==> src/rtl/ofdm_ready_pacer_pkg.sv <==
package ofdm_ready_pacer_pkg;

  typedef enum logic [1:0] {
    PHASE_IDLE  = 2'd0,
    PHASE_ARMED = 2'd1,
    PHASE_HIGH  = 2'd2,
    PHASE_LOW   = 2'd3
  } pacer_phase_t;

  // control -> datapath
  typedef struct packed {
    logic capture;
    logic loadLow;
    logic dec;
  } pacer_strobe_t;

  // datapath -> control
  typedef struct packed {
    logic highIsOne;
    logic lowZeroNew;
    logic lowZeroHeld;
    logic cntLast;
  } pacer_status_t;

endpackage

==> src/rtl/ofdm_ready_pacer_dp.sv <==
module ofdm_ready_pacer_dp
  import ofdm_ready_pacer_pkg::*;
#(
  parameter int RUNTIME         = 1,
  parameter int LEN_W           = 8,
  parameter int GUARD_W         = 6,
  parameter int CNT_W           = 9,
  parameter int FIX_FFT_LEN     = 64,
  parameter int FIX_CP_LEN      = 16,
  parameter int FIX_LEFT_GUARD  = 6,
  parameter int FIX_RIGHT_GUARD = 5,
  parameter int FIX_DC_NULL     = 1
) (
  input  logic               clk,
  input  logic               rst,
  input  pacer_strobe_t      strobe,
  output pacer_status_t      status,
  input  logic [LEN_W-1:0]   fftLenIn,
  input  logic [LEN_W-1:0]   cpLenIn,
  input  logic [LEN_W-1:0]   maxFftLenIn,
  input  logic [GUARD_W-1:0] leftGuardIn,
  input  logic [GUARD_W-1:0] rightGuardIn,
  input  logic               dcNullIn,
  output logic [LEN_W-1:0]   fftLenOut,
  output logic [LEN_W-1:0]   cpLenOut,
  output logic [GUARD_W-1:0] leftGuardOut,
  output logic [GUARD_W-1:0] rightGuardOut,
  output logic               dcNullOut
);

  logic [LEN_W-1:0]   srcFft, srcCp, srcBase;
  logic [GUARD_W-1:0] srcLeft, srcRight;
  logic               srcDc;

  // pick where the per-symbol settings come from
  if (RUNTIME != 0) begin : g_portSrc
    assign srcFft   = fftLenIn;
    assign srcCp    = cpLenIn;
    assign srcBase  = maxFftLenIn;
    assign srcLeft  = leftGuardIn;
    assign srcRight = rightGuardIn;
    assign srcDc    = dcNullIn;
  end else begin : g_constSrc
    assign srcFft   = LEN_W'(FIX_FFT_LEN);
    assign srcCp    = LEN_W'(FIX_CP_LEN);
    assign srcBase  = LEN_W'(FIX_FFT_LEN);
    assign srcLeft  = GUARD_W'(FIX_LEFT_GUARD);
    assign srcRight = GUARD_W'(FIX_RIGHT_GUARD);
    assign srcDc    = FIX_DC_NULL != 0;
  end

  logic [CNT_W-1:0] guardSum, highLen, lowLen;
  logic [CNT_W-1:0] lowLenQ, cntQ;

  assign guardSum = CNT_W'(srcLeft) + CNT_W'(srcRight) + CNT_W'(srcDc);
  assign highLen  = CNT_W'(srcFft) - guardSum;
  assign lowLen   = CNT_W'(srcBase) + CNT_W'(srcCp) - highLen;

  assign status.highIsOne   = (highLen == CNT_W'(1));
  assign status.lowZeroNew  = (lowLen == '0);
  assign status.lowZeroHeld = (lowLenQ == '0);
  assign status.cntLast     = (cntQ == CNT_W'(1));

  always_ff @(posedge clk) begin
    if (rst) begin
      fftLenOut     <= '0;
      cpLenOut      <= '0;
      leftGuardOut  <= '0;
      rightGuardOut <= '0;
      dcNullOut     <= 1'b0;
      lowLenQ       <= '0;
    end else if (strobe.capture) begin
      fftLenOut     <= srcFft;
      cpLenOut      <= srcCp;
      leftGuardOut  <= srcLeft;
      rightGuardOut <= srcRight;
      dcNullOut     <= srcDc;
      lowLenQ       <= lowLen;
    end
  end

  // one down counter serves both windows
  always_ff @(posedge clk) begin
    if (rst) begin
      cntQ <= '0;
    end else if (strobe.loadLow) begin
      cntQ <= strobe.capture ? lowLen : lowLenQ;
    end else if (strobe.capture) begin
      cntQ <= highLen - CNT_W'(1);
    end else if (strobe.dec) begin
      cntQ <= cntQ - CNT_W'(1);
    end
  end

  // a window never counts below zero
  no_underflow_chk: assert property (@(posedge clk) disable iff (rst)
    (strobe.dec && !strobe.loadLow) |-> (cntQ != '0));

endmodule

==> src/rtl/ofdm_ready_pacer_ctrl.sv <==
module ofdm_ready_pacer_ctrl
  import ofdm_ready_pacer_pkg::*;
#(
  parameter int RUNTIME = 1
) (
  input  logic          clk,
  input  logic          rst,
  input  logic          validIn,
  input  logic          cfgPresentIn,
  input  pacer_status_t status,
  output pacer_strobe_t strobe,
  output logic          readyOut
);

  pacer_phase_t phaseQ, phaseD;
  logic cfgOk;
  pacer_phase_t restPhase;

  assign cfgOk     = (RUNTIME == 0) || cfgPresentIn;
  assign restPhase = cfgOk ? PHASE_ARMED : PHASE_IDLE;

  always_comb begin
    strobe = '0;
    phaseD = phaseQ;
    case (phaseQ)
      PHASE_IDLE: begin
        if (cfgOk) phaseD = PHASE_ARMED;
      end
      PHASE_ARMED: begin
        if (validIn) begin
          strobe.capture = 1'b1;
          if (!status.highIsOne) begin
            phaseD = PHASE_HIGH;
          end else if (status.lowZeroNew) begin
            phaseD = restPhase;
          end else begin
            strobe.loadLow = 1'b1;
            phaseD = PHASE_LOW;
          end
        end
      end
      PHASE_HIGH: begin
        strobe.dec = 1'b1;
        if (status.cntLast) begin
          if (status.lowZeroHeld) begin
            phaseD = restPhase;
          end else begin
            strobe.loadLow = 1'b1;
            phaseD = PHASE_LOW;
          end
        end
      end
      default: begin
        strobe.dec = 1'b1;
        if (status.cntLast) phaseD = restPhase;
      end
    endcase
  end

  always_ff @(posedge clk) begin
    if (rst) phaseQ <= PHASE_IDLE;
    else     phaseQ <= phaseD;
  end

  assign readyOut = (phaseQ == PHASE_ARMED) || (phaseQ == PHASE_HIGH);


  cfg_gate_chk: assert property (@(posedge clk) disable iff (rst)
    $rose(readyOut) |-> ((RUNTIME == 0) || $past(cfgPresentIn)));

endmodule

==> src/rtl/ofdm_ready_pacer.sv <==
module ofdm_ready_pacer
  import ofdm_ready_pacer_pkg::*;
#(
  parameter int MAX_FFT_LEN     = 128,
  parameter int RUNTIME         = 1,
  parameter int FIX_FFT_LEN     = 64,
  parameter int FIX_CP_LEN      = 16,
  parameter int FIX_LEFT_GUARD  = 6,
  parameter int FIX_RIGHT_GUARD = 5,
  parameter int FIX_DC_NULL     = 1,
  localparam int LEN_W   = $clog2(MAX_FFT_LEN) + 1,
  localparam int GUARD_W = $clog2(MAX_FFT_LEN) - 1
) (
  input  logic               clk,
  input  logic               rst,
  input  logic               cfgPresentIn,
  input  logic               validIn,
  input  logic [LEN_W-1:0]   fftLenIn,
  input  logic [LEN_W-1:0]   cpLenIn,
  input  logic [LEN_W-1:0]   maxFftLenIn,
  input  logic [GUARD_W-1:0] leftGuardIn,
  input  logic [GUARD_W-1:0] rightGuardIn,
  input  logic               dcNullIn,
  output logic               readyOut,
  output logic [LEN_W-1:0]   fftLenOut,
  output logic [LEN_W-1:0]   cpLenOut,
  output logic [GUARD_W-1:0] leftGuardOut,
  output logic [GUARD_W-1:0] rightGuardOut,
  output logic               dcNullOut
);

  localparam int CNT_W = LEN_W + 1;

  pacer_strobe_t strobe;
  pacer_status_t status;

  ofdm_ready_pacer_ctrl #(.RUNTIME(RUNTIME)) i_ctrl (
    .clk          (clk),
    .rst          (rst),
    .validIn      (validIn),
    .cfgPresentIn (cfgPresentIn),
    .status       (status),
    .strobe       (strobe),
    .readyOut     (readyOut)
  );

  ofdm_ready_pacer_dp #(
    .RUNTIME         (RUNTIME),
    .LEN_W           (LEN_W),
    .GUARD_W         (GUARD_W),
    .CNT_W           (CNT_W),
    .FIX_FFT_LEN     (FIX_FFT_LEN),
    .FIX_CP_LEN      (FIX_CP_LEN),
    .FIX_LEFT_GUARD  (FIX_LEFT_GUARD),
    .FIX_RIGHT_GUARD (FIX_RIGHT_GUARD),
    .FIX_DC_NULL     (FIX_DC_NULL)
  ) i_dp (
    .clk           (clk),
    .rst           (rst),
    .strobe        (strobe),
    .status        (status),
    .fftLenIn      (fftLenIn),
    .cpLenIn       (cpLenIn),
    .maxFftLenIn   (maxFftLenIn),
    .leftGuardIn   (leftGuardIn),
    .rightGuardIn  (rightGuardIn),
    .dcNullIn      (dcNullIn),
    .fftLenOut     (fftLenOut),
    .cpLenOut      (cpLenOut),
    .leftGuardOut  (leftGuardOut),
    .rightGuardOut (rightGuardOut),
    .dcNullOut     (dcNullOut)
  );

  // ---- window-length tracking for the properties below ----
  localparam logic [1:0] TRK_NONE = 2'd0, TRK_HIGH = 2'd1, TRK_LOW = 2'd2;
  logic [1:0]       trkQ;
  logic [CNT_W:0]   runCnt;
  logic [LEN_W-1:0] maxQ;
  logic [CNT_W-1:0] expHigh, expLow;

  assign expHigh = CNT_W'(fftLenOut) - CNT_W'(leftGuardOut)
                 - CNT_W'(rightGuardOut) - CNT_W'(dcNullOut);
  assign expLow  = CNT_W'((RUNTIME != 0) ? maxQ : fftLenOut)
                 + CNT_W'(cpLenOut) - expHigh;

  always_ff @(posedge clk) begin
    if (rst) begin
      trkQ   <= TRK_NONE;
      runCnt <= '0;
      maxQ   <= '0;
    end else if (strobe.capture) begin
      trkQ   <= TRK_HIGH;
      runCnt <= (CNT_W+1)'(1);
      maxQ   <= maxFftLenIn;
    end else if (trkQ == TRK_HIGH) begin
      if (readyOut) begin
        runCnt <= runCnt + (CNT_W+1)'(1);
      end else begin
        trkQ   <= TRK_LOW;
        runCnt <= (CNT_W+1)'(1);
      end
    end else if (trkQ == TRK_LOW) begin
      if (readyOut) trkQ <= TRK_NONE;
      else          runCnt <= runCnt + (CNT_W+1)'(1);
    end
  end


  high_len_chk: assert property (@(posedge clk) disable iff (rst)
    (trkQ == TRK_HIGH && (!readyOut || strobe.capture)) |-> (runCnt == (CNT_W+1)'(expHigh)));


  low_len_chk: assert property (@(posedge clk) disable iff (rst)
    (trkQ == TRK_LOW && readyOut) |-> (runCnt >= (CNT_W+1)'(expLow)));


  param_hold_chk: assert property (@(posedge clk) disable iff (rst)
    !(readyOut && validIn) |=> $stable({fftLenOut, cpLenOut, leftGuardOut, rightGuardOut, dcNullOut}));


  reset_clear_chk: assert property (@(posedge clk)
    rst |=> (!readyOut && fftLenOut == '0 && cpLenOut == '0 && leftGuardOut == '0
             && rightGuardOut == '0 && !dcNullOut));

  if (RUNTIME != 0) begin : g_legalChk

    cfg_legal_chk: assert property (@(posedge clk) disable iff (rst)
      strobe.capture |-> ($countones(fftLenIn) == 1 && fftLenIn >= LEN_W'(8)
        && fftLenIn <= maxFftLenIn && $countones(maxFftLenIn) == 1
        && maxFftLenIn <= LEN_W'(MAX_FFT_LEN) && cpLenIn <= fftLenIn
        && LEN_W'(leftGuardIn) < (fftLenIn >> 1)
        && LEN_W'(rightGuardIn) < (fftLenIn >> 1)));
  end

endmodule

==> config.mk <==
export PLATFORM = sky130hd
export DESIGN_NAME = ofdm_ready_pacer
export DESIGN_NICKNAME = d
export VERILOG_FILES = /design/src/rtl/ofdm_ready_pacer_pkg.sv /design/src/rtl/ofdm_ready_pacer_dp.sv /design/src/rtl/ofdm_ready_pacer_ctrl.sv /design/src/rtl/ofdm_ready_pacer.sv
export SDC_FILE = /design/constraint.sdc
export NUM_CORES = 1
export LEC_CHECK = 0
export BUFFER_PORTS_ARGS = -buffer_cell sky130_fd_sc_hd__clkbuf_2
export CORE_MARGIN = 2
export CORE_UTILIZATION = 56
export DETAILED_ROUTE_END_ITERATION = 6
export PLACE_DENSITY = 0.81
export SLEW_MARGIN = 20
export SYNTH_ARGS = -nofsm -noshare
export SYNTH_HDL_FRONTEND = slang
export SYNTH_SLANG_ARGS = --single-unit
==> constraint.sdc <==
create_clock -name clk -period 5.86 [get_ports clk]
set_clock_uncertainty 0.1 [all_clocks]
set_input_delay 0.293 -clock clk [delete_from_list [all_inputs] [get_ports clk]]
set_output_delay 0.293 -clock clk [all_outputs]
set_load 0.1 [all_outputs]
==> flow_summary.yaml <==
floorplan:
  dieWidth_um: 84.2
  initial_core_util_pct: 57.4
  std_cell_rows: 29
  dieArea_sq_mm: 0.00709
  coreArea_sq_mm: 0.00628
  ios: 71
  die_h_um: 84.2
routing:
  first_pass_iters: 4
  detail_route.vias_per_cell: 5.54
  routed_wl_um: 8700
  wire_per_inst_um: 14.5
  vias: 3326
  ant_nets: 0
  post-route-drc-count: 0
  drtIter0Drc: 142
placement:
  pre_cts_ws_ns: 0.0868
  post-dp-hpwl_um: 6900
  finalWeightedCongestion: 0.859
  io_buffers: 70
grt:
  grt_usage_pct: 24.6
  first_global_vias: 3209
  grt_pass1_wl_um: 14400
  grt_max_degree: 50
  grt-ovfl-total: 0
  antenna_found_initial: 0
power:
  power.static_leakage_uw: 0.00191
  power_density_mw_per_mm2: 535
  p_total_uw: 2210
  ir_worst_vdd_v: 0.000477
setup_path:
  required_ns: 5.95
  cp-start-kind: "input port"
  end_kind: "register"
  critPathArrivalTime_ns: 5.53
  crit_type: "input port to register"
  cp_max_fo: 9
synthesis:
  yosysUniqueCellTypes: 51
  yosys_most_used_dff: "dfxtp_1"
  synth_area_sq_mm: 0.00360
  synth_cells: 457
  synth_edf_count: 0
  synth.ff_latch_count: 49
  yosysWarnings: 0
  yosysSeqAreaShare_pct: 27.2
  avgSynthCellArea_sq_um: 7.89
  synth_fp_nets: 545
  postSynth.asyncResetShare_pct: 0
layout:
  final_common_cell: "nand2_1"
  fin_nets: 610
  num_antenna_cells: 0
  final_cell_mix: "nand2_1, clkbuf_2, a21oi_1, dfxtp_1, inv_1"
  flow.area_growth_from_synthesis_pct: 14.5
  final_core_util_pct: 65.8
  drive_gt1_share_pct: 18.7
sta:
  finalSetupTns_ns: 0
  fin_ws_ns: 0.420
  period_share_pct: 92.8
  hold_ws_ns: 0.120
  slew_headroom_pct: 32.5
  rsz0062_at_grt: "false"
  drv_slew: 0
  hold_viol: 0
  worst_pin_slew_ns: 1.01
  timing.fmax_mhz: 184
  finalSetupViolCount: 0
  fin_crit_ns: 5.44
clock_tree:
  hold_buffers: 0
  ctsLongestPathBuffers: 2
  cts.sinks: 49
  cts_root_buf: "clkbuf_8"
  cts_buffers: 5
  clock_latency_ns: 0.30
  h-tree-depth: 2
  cts_tree: "built"
  clk_pin_slew_ns: 0.10
hold_path:
  hold_class: "input port to register"
run_status:
  status: "complete, no violations"
run:
  max_cap_violations: 0
==> sequential cells by signal, summed over array words and instances (netlist names) <==
name and count:
i_ctrl.phaseQ 2, i_dp.cntQ 9, i_dp.cpLenOut 8, i_dp.dcNullOut 1, i_dp.fftLenOut 8, i_dp.leftGuardOut 6
i_dp.lowLenQ 9, i_dp.rightGuardOut 6
==> power breakdown <==
group | leakage (uW) | internal (uW) | switching, uW | total [uW]
Combinational | 0.00147 | 575 | 976 | 1550
Clock | 0.0000374 | 84.3 | 114 | 198
Sequential | 0.000399 | 407 | 51.0 | 458
==> metrics by stage <==
stage	std cells	area [sq um]
after CTS	600	4120
after floorplan	457	3600
after global routing	600	4130
after global placement	592	4040
final	600	4130
after detailed placement	592	4040
==> per-layer routing <==
layer | track usage (%) | vias up | wire length [um]
li1 | - | 1675 | -
met1 | 29.5 | 1539 | 3690
met2 | 45.0 | 94 | 4400
met3 | 3.64 | 18 | 427
met4 | 7.77 | 0 | 184
met5 | 0 | - | 0
==> kinds of logic after synthesis <==
family	synth area share, %
adders and majority gates	18.4
buffers and inverters	7.05
xor gates and xnor gates	7.05
DFF	27.2
AOI/OAI and AO/OA	17.1
and+or+nand+nor	19.2
muxes	4.03
==> repair_timing <==
item | 4_1_cts | 5_1_grt
resized for setup | 0 | 1
buffers inserted | 0 | 0
setup endpoints to repair | 0 | 9
==> worst paths after layout <==
check	from	end	slack (ns)	depth (start not counted)
setup / recovery	rightGuardIn[0]	i_dp.cntQ[3]	0.42	26
hold / removal	rightGuardIn[0]	i_dp.rightGuardOut[0]	0.12	3
setup reg to reg	i_ctrl.phaseQ[1]	i_dp.cntQ[7]	3.16	10
hold reg to reg	i_dp.rightGuardOut[1]	i_dp.rightGuardOut[1]	0.36	2
==> cell type report <==
cell class                 count  area [sq um]
clock inverter                 2          15.0
clock buffer                   6          72.6
inverter                      46           173
fill                         558          2150
multi-input combinational    343          2370
timing repair buffer          77           415
sequential                    49           981
tap                           77          96.3
==> synthesized netlist by cell type, drive strengths merged, types with 3 or more instances <==
master	n	area, sq um
a211oi	7	52.6
a21o	8	60.1
a21oi	49	245
a31oi	3	18.8
buf	5	28.8
clkbuf	14	52.6
dfxtp	49	981
fa	10	200
ha	37	463
inv	46	173
mux2	9	135
nand2	85	319
nand3	9	45.0
nor2	28	105
nor3	9	50.1
nor4	5	31.3
o21ai	15	75.1
or3	3	18.8
xnor2	17	149
xor2	12	105
==> worst max-delay path: stages <==
cell and delay (ns):
clkbuf_2 0.09, ha_1 0.18, inv_1 0.06, fa_1 0.40, inv_1 0.07, a21oi_1 0.06, o21bai_1 0.20, xor2_1 0.11
ha_1 0.29, inv_1 0.04, ha_1 0.32, buf_4 0.17, o21a_1 0.17, o22ai_2 0.21, xor2_1 0.36, fa_1 0.49
ha_1 0.34, o21ai_0 0.14, nand2b_1 0.13, mux2i_1 0.09, a221oi_1 0.30, nand2_1 0.11, nor3_2 0.22, o32a_1 0.24
buf_12 0.15, mux2_4 0.30
(Power assumes the default switching activity.)
